==> src/rtl/goertzel_pkg.sv <==
package goertzel_pkg;

    localparam int NUM_BINS  = 8;
    localparam int FRAME_LEN = 256;
    localparam int DATA_W    = 16;
    localparam int STATE_W   = 24;
    localparam int COEF_W    = 16;
    localparam int COEF_FRAC = 14;

    localparam int BIN_W  = $clog2(NUM_BINS);
    localparam int STEP_W = BIN_W + 1;
    localparam int CNT_W  = $clog2(FRAME_LEN);
    localparam int PROD_W = COEF_W + STATE_W;
    localparam int ACC_W  = PROD_W + 2;

    localparam real PI = 3.14159265358979323846;

    typedef logic signed [STATE_W-1:0] state_t;
    typedef logic signed [COEF_W-1:0]  coef_t;
    typedef logic signed [ACC_W-1:0]   acc_t;

    typedef enum logic [1:0] {
        ST_IDLE,
        ST_RUN,
        ST_FIN
    } eng_state_e;

    typedef struct packed {
        coef_t cos_q;
        coef_t sin_q;
    } coef_pair_t;

    localparam acc_t SAT_HI = {{(ACC_W-STATE_W+1){1'b0}}, {(STATE_W-1){1'b1}}};
    localparam acc_t SAT_LO = {{(ACC_W-STATE_W+1){1'b1}}, {(STATE_W-1){1'b0}}};

    // Frequency index of each tone bin within the frame.
    function automatic int bin_index(int b);
        case (b)
            0:       return 22;
            1:       return 25;
            2:       return 27;
            3:       return 30;
            4:       return 39;
            5:       return 43;
            6:       return 47;
            default: return 52;
        endcase
    endfunction

    function automatic coef_t round_q(real r);
        real scaled;
        scaled = r * real'(1 << COEF_FRAC);
        return coef_t'($rtoi(scaled + ((scaled >= 0.0) ? 0.5 : -0.5)));
    endfunction

    function automatic coef_t cos_q(int k);
        return round_q($cos(2.0 * PI * real'(k) / real'(FRAME_LEN)));
    endfunction

    function automatic coef_t sin_q(int k);
        return round_q($sin(2.0 * PI * real'(k) / real'(FRAME_LEN)));
    endfunction

    function automatic state_t sat_state(acc_t v);
        if (v > SAT_HI) return state_t'(SAT_HI[STATE_W-1:0]);
        if (v < SAT_LO) return state_t'(SAT_LO[STATE_W-1:0]);
        return state_t'(v[STATE_W-1:0]);
    endfunction

endpackage

==> src/rtl/goertzel_coef_rom.sv <==
module goertzel_coef_rom
    import goertzel_pkg::*;
(
    input  logic [BIN_W-1:0] bin_sel,
    output coef_pair_t       coef
);

    coef_pair_t table_w [NUM_BINS];

    for (genvar g = 0; g < NUM_BINS; g++) begin : g_tab
        localparam coef_t C_VAL = cos_q(bin_index(g));
        localparam coef_t S_VAL = sin_q(bin_index(g));
        assign table_w[g] = '{cos_q: C_VAL, sin_q: S_VAL};
    end

    assign coef = table_w[bin_sel];

endmodule

==> src/rtl/goertzel_mul.sv <==
module goertzel_mul
    import goertzel_pkg::*;
(
    input  coef_t                    mul_a,
    input  state_t                   mul_b,
    output logic signed [PROD_W-1:0] mul_p
);

    assign mul_p = PROD_W'(mul_a) * PROD_W'(mul_b);

endmodule

==> src/rtl/goertzel_state_bank.sv <==
module goertzel_state_bank
    import goertzel_pkg::*;
(
    input  logic                clk,
    input  logic                rst,
    input  logic                clear,
    input  logic [NUM_BINS-1:0] we,
    input  state_t              new_val,
    output state_t              s1_q [NUM_BINS],
    output state_t              s2_q [NUM_BINS]
);

    always_ff @(posedge clk) begin
        if (rst || clear) begin
            for (int i = 0; i < NUM_BINS; i++) begin
                s1_q[i] <= '0;
                s2_q[i] <= '0;
            end
        end else begin
            for (int i = 0; i < NUM_BINS; i++) begin
                if (we[i]) begin
                    s2_q[i] <= s1_q[i];
                    s1_q[i] <= new_val;
                end
            end
        end
    end

    // The shared datapath can serve only one bin per cycle.
    assert_one_writer_R2: assert property (@(posedge clk) disable iff (rst)
        $onehot0(we));

    for (genvar g = 0; g < NUM_BINS; g++) begin : g_chk
        assert_state_cleared_R7: assert property (@(posedge clk) disable iff (rst)
            clear |=> (s1_q[g] == '0 && s2_q[g] == '0));
    end

endmodule

==> src/rtl/goertzel_engine.sv <==
module goertzel_engine
    import goertzel_pkg::*;
(
    input  logic                        clk,
    input  logic                        rst,
    input  logic                        in_valid,
    input  logic signed [DATA_W-1:0]    in_sample,
    output logic                        done,
    output logic [NUM_BINS*STATE_W-1:0] res_re,
    output logic [NUM_BINS*STATE_W-1:0] res_im
);

    localparam logic [BIN_W-1:0]  LAST_BIN  = BIN_W'(NUM_BINS - 1);
    localparam logic [STEP_W-1:0] LAST_STEP = STEP_W'(2 * NUM_BINS - 1);
    localparam logic [CNT_W-1:0]  LAST_SMP  = CNT_W'(FRAME_LEN - 1);

    eng_state_e                st;
    logic [BIN_W-1:0]          bin_q;
    logic [STEP_W-1:0]         step_q;
    logic [CNT_W-1:0]          cnt_q;
    logic signed [DATA_W-1:0]  x_q;
    logic                      done_q;
    state_t                    re_q [NUM_BINS];
    state_t                    im_q [NUM_BINS];

    state_t                    s1_w [NUM_BINS];
    state_t                    s2_w [NUM_BINS];

    logic                      accept;
    logic                      fin_imag;
    logic                      frame_end;
    logic [BIN_W-1:0]          cur_bin;
    logic signed [DATA_W-1:0]  x_cur;
    coef_pair_t                coef;
    coef_t                     mul_a;
    state_t                    mul_b;
    logic signed [PROD_W-1:0]  prod;
    acc_t                      prod_ext;
    acc_t                      rec_sum;
    acc_t                      fin_re;
    acc_t                      fin_im;
    logic [NUM_BINS-1:0]       we;

    assign accept    = (st == ST_IDLE) && in_valid;
    assign fin_imag  = (st == ST_FIN) && step_q[0];
    assign frame_end = (st == ST_FIN) && (step_q == LAST_STEP);

    // The first bin is updated on the accepting edge itself, so one sample occupies eight edges.
    always_comb begin
        case (st)
            ST_FIN:  cur_bin = step_q[STEP_W-1:1];
            ST_RUN:  cur_bin = bin_q;
            default: cur_bin = '0;
        endcase
    end

    assign x_cur = accept ? in_sample : x_q;

    goertzel_coef_rom u_rom (
        .bin_sel (cur_bin),
        .coef    (coef)
    );

    assign mul_a = fin_imag ? coef.sin_q : coef.cos_q;
    assign mul_b = (st == ST_FIN) ? s2_w[cur_bin] : s1_w[cur_bin];

    goertzel_mul u_mul (
        .mul_a (mul_a),
        .mul_b (mul_b),
        .mul_p (prod)
    );

    assign prod_ext = ACC_W'(prod);
    assign rec_sum  = ACC_W'(x_cur) + (prod_ext >>> (COEF_FRAC - 1)) - ACC_W'(s2_w[cur_bin]);
    assign fin_re   = ACC_W'(s1_w[cur_bin]) - (prod_ext >>> COEF_FRAC);
    assign fin_im   = prod_ext >>> COEF_FRAC;

    assign we = (accept || st == ST_RUN) ? (NUM_BINS'(1) << cur_bin) : '0;

    goertzel_state_bank u_bank (
        .clk     (clk),
        .rst     (rst),
        .clear   (frame_end),
        .we      (we),
        .new_val (sat_state(rec_sum)),
        .s1_q    (s1_w),
        .s2_q    (s2_w)
    );

    always_ff @(posedge clk) begin
        if (rst) begin
            st     <= ST_IDLE;
            bin_q  <= '0;
            step_q <= '0;
            cnt_q  <= '0;
            x_q    <= '0;
            done_q <= 1'b0;
            for (int i = 0; i < NUM_BINS; i++) begin
                re_q[i] <= '0;
                im_q[i] <= '0;
            end
        end else begin
            done_q <= 1'b0;
            case (st)
                ST_IDLE: begin
                    if (in_valid) begin
                        x_q   <= in_sample;
                        bin_q <= BIN_W'(1);
                        st    <= ST_RUN;
                    end
                end
                ST_RUN: begin
                    if (bin_q == LAST_BIN) begin
                        cnt_q <= cnt_q + CNT_W'(1);
                        if (cnt_q == LAST_SMP) begin
                            step_q <= '0;
                            st     <= ST_FIN;
                        end else begin
                            st <= ST_IDLE;
                        end
                    end else begin
                        bin_q <= bin_q + BIN_W'(1);
                    end
                end
                ST_FIN: begin
                    if (fin_imag) im_q[cur_bin] <= sat_state(fin_im);
                    else          re_q[cur_bin] <= sat_state(fin_re);
                    step_q <= step_q + STEP_W'(1);
                    if (frame_end) begin
                        cnt_q  <= '0;
                        done_q <= 1'b1;
                        st     <= ST_IDLE;
                    end
                end
                default: st <= ST_IDLE;
            endcase
        end
    end

    for (genvar g = 0; g < NUM_BINS; g++) begin : g_out
        assign res_re[g*STATE_W +: STATE_W] = re_q[g];
        assign res_im[g*STATE_W +: STATE_W] = im_q[g];
    end

    assign done = done_q;

    assert_done_single_R5: assert property (@(posedge clk) disable iff (rst)
        done_q |=> !done_q);

    assert_done_after_fin_R5: assert property (@(posedge clk) disable iff (rst)
        $rose(done_q) |-> $past(st) == ST_FIN);

    assert_bin_walk_R6: assert property (@(posedge clk) disable iff (rst)
        (st == ST_RUN && bin_q != LAST_BIN) |=> (st == ST_RUN && bin_q == $past(bin_q) + BIN_W'(1)));

    assert_busy_ignores_R6: assert property (@(posedge clk) disable iff (rst)
        (st != ST_IDLE) |=> $stable(x_q));

endmodule

==> config.mk <==
export PLATFORM = sky130hd
export DESIGN_NAME = goertzel_engine
export DESIGN_NICKNAME = d
export VERILOG_FILES = /design/src/rtl/goertzel_pkg.sv /design/src/rtl/goertzel_coef_rom.sv /design/src/rtl/goertzel_mul.sv /design/src/rtl/goertzel_state_bank.sv /design/src/rtl/goertzel_engine.sv
export SDC_FILE = /design/constraint.sdc
export NUM_CORES = 2
export LEC_CHECK = 0
export BUFFER_PORTS_ARGS = -buffer_cell sky130_fd_sc_hd__buf_2
export CORE_ASPECT_RATIO = 0.6
export CORE_MARGIN = 1.5
export CORE_UTILIZATION = 45
export CTS_CLUSTER_SIZE = 10
export DETAILED_ROUTE_END_ITERATION = 10
export PLACE_DENSITY_LB_ADDON = 0.05
export SYNTH_ARGS = -nofsm -noshare
export SYNTH_HDL_FRONTEND = slang
export SYNTH_SLANG_ARGS = --single-unit
==> constraint.sdc <==
create_clock -name clk -period 11.9 [get_ports clk]
set_clock_uncertainty 0.05 [all_clocks]
set_input_delay 1.785 -clock clk [delete_from_list [all_inputs] [get_ports clk]]
set_output_delay 1.785 -clock clk [all_outputs]
set_load 0.05 [all_outputs]
==> flow_metrics.tcl <==
set metrics [dict create \
    avgViaCountPerCell 5.74 \
    ys_ff_latch 802 \
    synthesis.nets 5617 \
    crit_required_ns 12.47 \
    totalWireLength_um 191000 \
    hold_viol_final 0 \
    fin_area_mm2 0.0604 \
    io_pins 404 \
    port_buffers 403 \
    path_common_cell "fa_1" \
    htree_levels 3 \
    critical_path_class "register to register" \
    synth_area_per_cell_um2 9.40 \
    cp_data_arrival_time_ns 12.22 \
    synth_edf_count 384 \
    r2r-end "u_bank.s1_q[48]" \
    clk_path_buf_depth 3 \
    grt_use_total_pct 34.2 \
    clk_latency_ns 0.72 \
    final.setup.tns_ns 0 \
    cts.sinks 802 \
    crit_fanout 8 \
    reg2reg_slack_ns 0.25 \
    final_layout_size_suffix_gt1_share_pct 25.2 \
    status "finished, final reports clean" \
    dp_slack_ns -1.06 \
    timing.rr.start "st[0]" \
    fin_ws_ns 0.249 \
    dieWidth_um 424 \
    cts_tree "yes" \
    critical_path_depth 53 \
    core_area_mm2 0.105 \
    slowest_delay_ns 0.55 \
    place_congestion 0.953 \
    worst_pin_slew_ns 1.28 \
    relSlewSlack_pct 14.1 \
    cts_buffers 91 \
    slew_viol_final 0 \
    root_buffer "clkbuf_16" \
    crit_end "u_bank.s1_q[48]" \
    fin_hold_ws_ns 0.400 \
    post_drt_wl_per_cell_um 25.8 \
    fp.dieH_um 255 \
    synthFlopType "dfxtp_1" \
    num_vias 42613 \
    dr.pass1.iters 6 \
    drtIter0Drc 5498 \
    clk_pin_slew_worst_paths_ns 0.07 \
    grt_pass1_vias 39770 \
    fp-row-count 92 \
    grt_pass1_wl_um 275000 \
    grt_antenna_before_repair 5 \
    period_needed_ns 11.65 \
    cp_top_family "adder cells" \
    hp-class "register to register" \
    dpl_cell_area_mm2 0.0562 \
    crit_start "st[0]" \
    grt_max_degree 93 \
    syn_inst 5084 \
    worstHoldStart "u_bank.s1_q[179]" \
    path_buf_inv 18 \
    start_kind "register" \
    fmax_ghz 0.0858 \
    setup_violations 0 \
    globalRoute.totalOverflow 0 \
    dieArea_mm2 0.108 \
    synth_area_mm2 0.0478 \
    area_growth_pct 26.4 \
    drc_errors 0 \
    cap_violations 0 \
    synth_warnings 0 \
    initial_utilization_pct 45.5 \
    synth_seq_area_share_pct 41.6 \
    ant_nets 0 \
    yosysUniqueCellTypes 82 \
    finalCritPeriodShare_pct 97.9 \
    worst_path_max_delay_cell "fa_1" \
    ff2ff_path_depth 53 \
    cts_hold_buf 0 \
    synthArstFlopShare_pct 0 \
    crit_path_end_kind "register" \
    finalNetCount 6513 \
    post-dp-hpwl_um 140000 \
]
[how the worst min path moves through the flow]
stage | end | slack, ns | cells after the start
floorplan | u_bank.s2_q[120] | 0.38 | 2
global placement | u_bank.s2_q[178] | 0.39 | 2
detailed placement | u_bank.s2_q[24] | 0.40 | 2
CTS | u_bank.s2_q[118] | 0.39 | 2
global route | u_bank.s2_q[118] | 0.41 | 2
finish | u_bank.s2_q[179] | 0.40 | 2
[cell usage in the layout, fill, tap and decap left out, types with 37 or more instances in the layout]
cell type	synthesis	layout
nand2_1	753	734
buf_4	2	649
a21oi_1	521	486
inv_1	499	485
dfxtp_1	418	416
buf_2	33	404
edfxtp_1	384	384
nor2_1	368	351
fa_1	351	338
o21ai_0	281	239
a211oi_1	185	183
ha_1	163	151
o22ai_1	144	131
clkbuf_16	0	98
nand3_1	81	75
buf_12	0	54
a21o_1	51	51
and2_1	55	48
nor2b_1	52	48
nand2b_1	44	41
xnor2_1	42	37
[worst reg2reg max path: cells and delay by family, from the launching register on]
kind | cells | cell delay, ns
and+or+nand+nor | 9 | 1.63
adders and majority gates | 10 | 4.36
DFF | 1 | 0.36
AOI/OAI and AO/OA | 14 | 2.13
buffers and inverters | 18 | 2.43
xor gates and xnor gates | 1 | 0.25
muxes | 1 | 0.34
[sequential cells by signal (all words and copies together) (netlist names)]
| register | cells |
|---|---|
| im_q | 192 |
| re_q | 192 |
| u_bank.s1_q | 192 |
| u_bank.s2_q | 192 |
| x_q | 16 |
| cnt_q | 8 |
| step_q | 4 |
| bin_q | 3 |
| st | 2 |
| done | 1 |
[routing by layer]
metal | wire length, µm | vias up | GRT usage, %
li1 | - | 19094 | -
met1 | 87800 | 21003 | 53.7
met2 | 77300 | 2297 | 47.8
met3 | 21700 | 215 | 7.20
met4 | 4250 | 4 | 7.72
met5 | 25 | - | 0
[synth_stat cells, types with 6 or more instances]
cell type    n  area (µm²)
ha_1       163        2040
clkbuf_1   280        1050
a21o_1      51         383
nand2_1    753        2830
mux2i_1     23         230
mux2_2      13         146
o21a_1      16         120
nand2b_1    44         275
nand3_1     81         405
o221ai_1    18         158
or2_2        7        43.8
nor2b_1     52         325
fa_1       351        7030
or3_1        6        37.5
xnor2_1     42         368
xor2_1      31         272
a211oi_2    13         163
o211ai_1     7        52.6
nor3_1      39         195
buf_2       33         165
a31oi_1     16         100
a211oi_1   185        1390
and3_1      15        93.8
a22oi_1     21         158
a32oi_1      6        52.6
buf_6       15         169
o21bai_1    10        75.1
o22ai_1    144         901
nand4_1     15        93.8
inv_1      499        1870
a21oi_1    521        2610
buf_1        7        26.3
nor2_1     368        1380
o21ai_0    281        1410
dfxtp_1    418        8370
a22o_1      14         123
and2_1      55         344
edfxtp_1   384       11500
[area by class of cell]
| class | count | area (µm²) |
|---|---|---|
| clock inverter | 9 | 214 |
| fill | 9437 | 44700 |
| inverter | 501 | 1890 |
| multi-input combinational | 3444 | 25800 |
| sequential | 802 | 19900 |
| clock buffer | 114 | 2390 |
| timing repair buffer | 1140 | 8470 |
| antenna | 1 | 2.50 |
| tap | 1410 | 1760 |
[kinds of logic (layout without fill, tap and decap cells)]
kind of cell	Yosys count	after routing	synth area share [%]
DFF	802	802	41.6
and+or+nand+nor	1453	1453	12.9
other	0	1	0
xor gates and xnor gates	74	74	1.37
muxes	37	37	0.835
AOI/OAI and AO/OA	1366	1366	17.3
buffers and inverters	838	1764	6.92
adders and majority gates	514	514	19.0
[what timing repair did]
action / 4_1_cts / 5_1_grt
pin swaps: 8 / 69
cloned: 0 / 7
endpoints found under the setup margin: 384 / 384
buffers inserted: 5 / 29
resized for setup: 57 / 243
endpoints found under the hold margin: 0 / 0
[metrics by stage]
stage	utilization, %	std cells
2_1_floorplan	-	5084
3_3_place_gp	53.5	7256
3_5_place_dp	53.5	7256
4_1_cts	56.2	7384
5_1_grt	57.5	7420
6_report	57.5	7421
Power is not shown: default switching activity piles up to over one toggle a cycle in this logic, so the estimate is an artifact.
